## config.mk

```make
export PLATFORM = sky130hd
export DESIGN_NAME = cfgsel_ctrl
export DESIGN_NICKNAME = d
export VERILOG_FILES = /design/src/rtl/cfgsel_pkg.sv /design/src/rtl/cfgsel_sync.sv /design/src/rtl/cfgsel_timer.sv /design/src/rtl/cfgsel_ctrl.sv
export SDC_FILE = /design/constraint.sdc
export NUM_CORES = 1
export LEC_CHECK = 0
export ABC_AREA = 1
export BUFFER_PORTS_ARGS = -buffer_cell sky130_fd_sc_hd__buf_2
export CAP_MARGIN = 15
export CORE_MARGIN = 1
export CORE_UTILIZATION = 65
export DETAILED_ROUTE_END_ITERATION = 8
export MAX_ROUTING_LAYER = met4
export PLACE_DENSITY = 0.9
export SLEW_MARGIN = 0
export SYNTH_ARGS = -nofsm -noshare
export SYNTH_HDL_FRONTEND = slang
export SYNTH_SLANG_ARGS = --single-unit
```

## constraint.sdc

```tcl
create_clock -name clk -period 3 [get_ports clk]
set_input_delay 0.15 -clock clk [delete_from_list [all_inputs] [get_ports clk]]
set_output_delay 0.15 -clock clk [all_outputs]
set_load 0.005 [all_outputs]
```

## src/rtl/cfgsel_pkg.sv

```systemverilog
package cfgsel_pkg;
  localparam int SEL_W = 2;

  typedef enum logic [1:0] {
    ST_WAIT = 2'd0,
    ST_LOAD = 2'd1,
    ST_RUN  = 2'd2
  } cfgsel_st_e;
endpackage

```

## src/rtl/cfgsel_sync.sv

```systemverilog
module cfgsel_sync #(
  parameter int WIDTH = 2
) (
  input  logic             clk,
  input  logic             rst_n,
  input  logic [WIDTH-1:0] d_in,
  output logic [WIDTH-1:0] d_out
);
  for (genvar b = 0; b < WIDTH; b++) begin : g_bit
    logic s1, s2;
    always_ff @(posedge clk) begin
      if (!rst_n) begin
        s1 <= 1'b0;
        s2 <= 1'b0;
      end else begin
        s1 <= d_in[b];
        s2 <= s1;
      end
    end
    assign d_out[b] = s2;
  end
endmodule

```

## src/rtl/cfgsel_timer.sv

```systemverilog
module cfgsel_timer #(
  parameter int W       = 8,
  parameter int RST_VAL = 0
) (
  input  logic         clk,
  input  logic         rst_n,
  input  logic         load,
  input  logic [W-1:0] load_val,
  output logic         expired
);
  logic [W-1:0] cnt;

  always_ff @(posedge clk) begin
    if (!rst_n)            cnt <= W'(RST_VAL);
    else if (load)         cnt <= load_val;
    else if (cnt != '0)    cnt <= cnt - 1'b1;
  end

  assign expired = (cnt == '0);
endmodule

```

## src/rtl/cfgsel_ctrl.sv

```systemverilog
module cfgsel_ctrl #(
  parameter int POR_CYCLES     = 500000,
  parameter int STARTUP_CYCLES = 500000,
  parameter int SETTLE_CYCLES  = 50000
) (
  input  logic                        clk,
  input  logic                        por_n,
  input  logic [cfgsel_pkg::SEL_W-1:0] sel_pins,
  input  logic                        mode_strap,
  input  logic                        cfg_flag,
  input  logic                        sync_dis,
  input  logic                        load_done,
  output logic [cfgsel_pkg::SEL_W-1:0] cfg_idx,
  output logic                        cfg_dflt,
  output logic                        load_req,
  output logic                        ser_en,
  output logic                        port_ready,
  output logic                        sync_rst,
  output logic                        pin_err
);
  import cfgsel_pkg::*;

  localparam int MAX_A  = (POR_CYCLES > STARTUP_CYCLES) ? POR_CYCLES : STARTUP_CYCLES;
  localparam int MAX_C  = (MAX_A > SETTLE_CYCLES) ? MAX_A : SETTLE_CYCLES;
  localparam int CNT_W  = $clog2(MAX_C + 1);

  cfgsel_st_e st;
  logic             strap_q;
  logic [SEL_W-1:0] pins_s, prev, chg, pend;
  logic             pend_vld;
  logic             por_zero, win_zero, settle_zero;
  logic             live_ok, one_flip, two_flip, accept;

  cfgsel_sync #(.WIDTH(SEL_W)) u_sync (
    .clk(clk), .rst_n(por_n), .d_in(sel_pins), .d_out(pins_s)
  );

  cfgsel_timer #(.W(CNT_W), .RST_VAL(POR_CYCLES)) u_por_tmr (
    .clk(clk), .rst_n(por_n), .load(1'b0), .load_val('0), .expired(por_zero)
  );

  cfgsel_timer #(.W(CNT_W), .RST_VAL(STARTUP_CYCLES)) u_win_tmr (
    .clk(clk), .rst_n(por_n), .load(1'b0), .load_val('0), .expired(win_zero)
  );

  cfgsel_timer #(.W(CNT_W), .RST_VAL(0)) u_settle_tmr (
    .clk(clk), .rst_n(por_n), .load(accept), .load_val(CNT_W'(SETTLE_CYCLES)),
    .expired(settle_zero)
  );

  // edge classification on synchronized pins
  assign chg      = pins_s ^ prev;
  assign one_flip = ^chg;
  assign two_flip = &chg;
  assign live_ok  = strap_q & ~cfg_flag & win_zero & port_ready;
  assign accept   = (st == ST_RUN) & pend_vld & settle_zero;

  always_ff @(posedge clk) begin
    if (!por_n) begin
      st         <= ST_WAIT;
      strap_q    <= mode_strap;
      cfg_idx    <= '0;
      cfg_dflt   <= 1'b0;
      port_ready <= 1'b0;
      sync_rst   <= 1'b0;
      pin_err    <= 1'b0;
      pend       <= '0;
      pend_vld   <= 1'b0;
      prev       <= '0;
    end else begin
      sync_rst <= 1'b0;
      pin_err  <= live_ok & two_flip;
      prev     <= pins_s;

      case (st)
        ST_WAIT: begin
          if (por_zero) begin
            st       <= ST_LOAD;
            sync_rst <= ~sync_dis;
            if (strap_q) begin
              cfg_idx  <= pins_s;
              cfg_dflt <= 1'b0;
            end else begin
              cfg_idx  <= '0;
              cfg_dflt <= cfg_flag;
            end
          end
        end
        ST_LOAD: begin
          if (load_done) begin
            st         <= ST_RUN;
            port_ready <= 1'b1;
          end
        end
        ST_RUN: begin
          if (accept) begin
            st       <= ST_LOAD;
            cfg_idx  <= pend;
            sync_rst <= ~sync_dis;
          end
        end
        default: st <= ST_WAIT;
      endcase

      if (live_ok && one_flip) begin
        pend     <= pins_s;
        pend_vld <= 1'b1;
      end else if (accept) begin
        pend_vld <= 1'b0;
      end
    end
  end

  assign load_req = (st == ST_LOAD);
  assign ser_en   = ~strap_q;
endmodule

```

==> results.md <==
* Initial Util at 68.7%
* Worst Hold Class: primary input to flip-flop
* Die Area at about 0.0062 sq mm
* Req. time, crit path at roughly 3.3 ns
* CP Capture Type: flip-flop
* Final wirelength at a little over 8000 microns
* # H-tree levels at 3
* Max cap viols at 0
* XOR/XNOR Fraction of Synth Area at roughly 8.0%
* VDD IR-drop max at roughly 600 uV
* Largest net degree at the start of global routing at 34
* Layout Nets at 592
* Root Driver: clkbuf_8
* Worst hold slack at around 0.074 ns
* Accumulated negative setup slack at 0 ns
* Syn Area/Cell at around 7 sq um
* Gpl congestion at around 0.89
* Simple-gate share of the synthesized area at between 30% and 40%
* Share of the yosys chip area belonging to registers at 39.2%
* Initial DRC Count at around 200
* Vias in the first global route at 3,292
* Resized cells post-CTS at 0
* Setup crit start: u_settle_tmr.cnt[0]$_SDFFE_PP0N_
* Hold Vio Cnt, Final at 0
* Core ar. at about 0.0056 sq mm
* DR vias/cell at approximately 5.3
* Clk pin slew, worst setup/hold paths at roughly 0.08 ns
* Seq cells post-synth at 75
* Reg2reg start: u_settle_tmr.cnt[0]$_SDFFE_PP0N_
* Pwr Density at approximately 800 mW/mm^2
* Final worst-path cycle share at between 50 and 60%
* Crit path kind: flip-flop to flip-flop
* Worst skew pair latency at roughly 0.35 ns
* Worst slew margin at a little under a third
* Pre-antenna DRT Iters at 4
* Grt met3 use at under 10%
* Setup Buffers After CTS at 0
* Largest family of logic cells by synthesized area: simple AND/OR/NAND/NOR gates
* Compound-Gate Fraction of Synth Area at approximately 5.4%
* Slew Limit Fails at 0
* Grt total ovfl at 0
* Clock Skew at between 0.005 and 0.006 ns
* Initial antenna violation count at 0
* Setup violators final at 0
* Ratio of cells with drive above 1 in the final layout at around 10%
* Clock sink count at 75
* Worst Path Max Fanout at 14
* CTS Buf Count at 9
* Cell Area, Synth at 0.00385 sq mm
* Post-route ant nets at 0
* Arr. time, crit path at roughly 2.0 ns
* Clk buf depth at 2
* Min cycle time layout at roughly 1.7 ns
* M2 GR Usage at between 40% and 50%
* All-Layer GR Usage at 29.5%
* Post-synthesis cell type count at 32
* Syn_nets at 571
* Outcome: completed
* Die Wd at a little under 80 microns
* Setup crit start kind: flip-flop
* Post-Synthesis Cells at about 560
* Mux contribution to synthesized area at 0%
* Max Clk Rate at around 0.6 GHz
* ANT cells at 0
* Most frequent cells in the layout: nand2_1 (150), nor2_1 (117), dfxtp_1 (74)
* Row cnt at 27
* First-pass GRT wire length at 14,100 microns
* GR met1 Demand/Resource at a little over a third
* Post-DP HPWL at 5740 microns
* Io pins at 16
* Wire per inst at ~13 microns
* Syn. warnings at 0
* Adder-cell share of the synthesized area at ~2.3%
* Leak Pwr at 2.03 nW
* Vias at about 3,500
* Grt peak-use layer: met2
* DRC viols at 0
* Hold_buf cts at 3
* Buffers on Ports at 15
* Die height at a little under 80 microns
* CTS tree: built
* RSZ-0062 raised after global routing: false
* Worst slew pin tran at 1.04 ns
* Area grow syn2layout at 9.68%
* Most common cell after layout, fill and taps aside: nand2_1
* HP Start: load_done
-- synth_stat cells, drive strengths merged --
cell type	count	area, sq um
buf	2	22.5
and2	1	6.26
nand4	10	90.1
clkbuf	7	26.3
inv	46	173
nor3b	1	12.5
nor2	129	539
nand3b	7	52.6
o22ai	1	6.26
o21bai	1	7.51
xnor2	14	123
o21ai	12	60.1
nand2	157	607
edfxtp	1	30.0
a21oi	25	125
xor2	21	184
and3	1	6.26
dfxtp	74	1480
ha	7	87.6
a21boi	1	7.51
clkinv	1	3.75
nand3	25	130
or2	1	6.26
nor3	11	65.1
-- logic make-up after synthesis --
group,Yosys count
AOI/OAI and AO/OA,40
buffers and inverters,56
and+or+nand+nor,343
adders and majority gates,7
xor gates and xnor gates,35
DFF,75
-- metal layers --
metal	part of all wire, %	wire, microns	vias up
li1	-	-	1792
met1	46	3750	1604
met2	48	3930	74
met3	4.3	352	22
met4	2.0	167	0
met5	0	0	-
-- path summary, 6_finish.rpt --
check	endpoint	slack, ns	cells past startpoint
hold / removal	st[0]$_SDFFE_PN0P_	0.07	3
setup reg to reg	u_settle_tmr.cnt[0]$_SDFFE_PP0N_	1.29	8
setup / recovery	u_settle_tmr.cnt[0]$_SDFFE_PP0N_	1.29	8
hold reg to reg	u_sync.g_bit[0].s2$_SDFF_PN0_	0.43	2
-- state kept, by name, indices dropped and copies added (netlist names), 2 cells and up --
name,count
u_por_tmr.cnt,19
u_settle_tmr.cnt,19
u_win_tmr.cnt,19
cfg_idx,2
pend,2
prev,2
st,2
u_sync.g_bit.s1,2
u_sync.g_bit.s2,2
-- power breakdown --
group          internal (mW)  leakage, nW  total (mW)  switching (mW)
registers               1.15        0.614        1.28           0.137
clock network          0.438        0.100       0.839           0.400
logic                  0.454         1.31        1.24           0.784
total                   2.04         2.03        3.36            1.32
-- final cells by class --
| class | instances | area, sq um |
|---|---|---|
| Multi-Input combinational cell | 425 | 2120 |
| Sequential cell | 75 | 1510 |
| Fill cell | 444 | 1380 |
| Inverter | 47 | 176 |
| Clock buffer | 10 | 149 |
| Timing Repair Buffer | 19 | 113 |
| Tap cell | 72 | 90.1 |
| Clock inverter | 6 | 70.1 |
-- critical path, stage by stage (launching register included) --
cell and delay [ns]:
dfxtp_1 0.32, inv_1 0.17, ha_1 0.22, nand2_1 0.08, nor2_2 0.19, nand3_2 0.28
inv_1 0.18, nand2_1 0.06, a21oi_1 0.13
-- through the flow --
stage / cells / power [mW] / utilization, % / instance area (sq um) / setup WS (ns)
after floorplan: 556 / 2.32 / - / 3850 / 1.62
after global placement: 635 / 2.48 / 70.9 / 3980 / 1.36
after detailed placement: 635 / 2.53 / 70.9 / 3980 / 1.30
after CTS: 654 / 3.36 / 75.3 / 4230 / 1.29
after global routing: 654 / 3.61 / 75.3 / 4230 / 1.14
final: 654 / 3.36 / 75.3 / 4230 / 1.29
(Power assumes the default switching activity.)
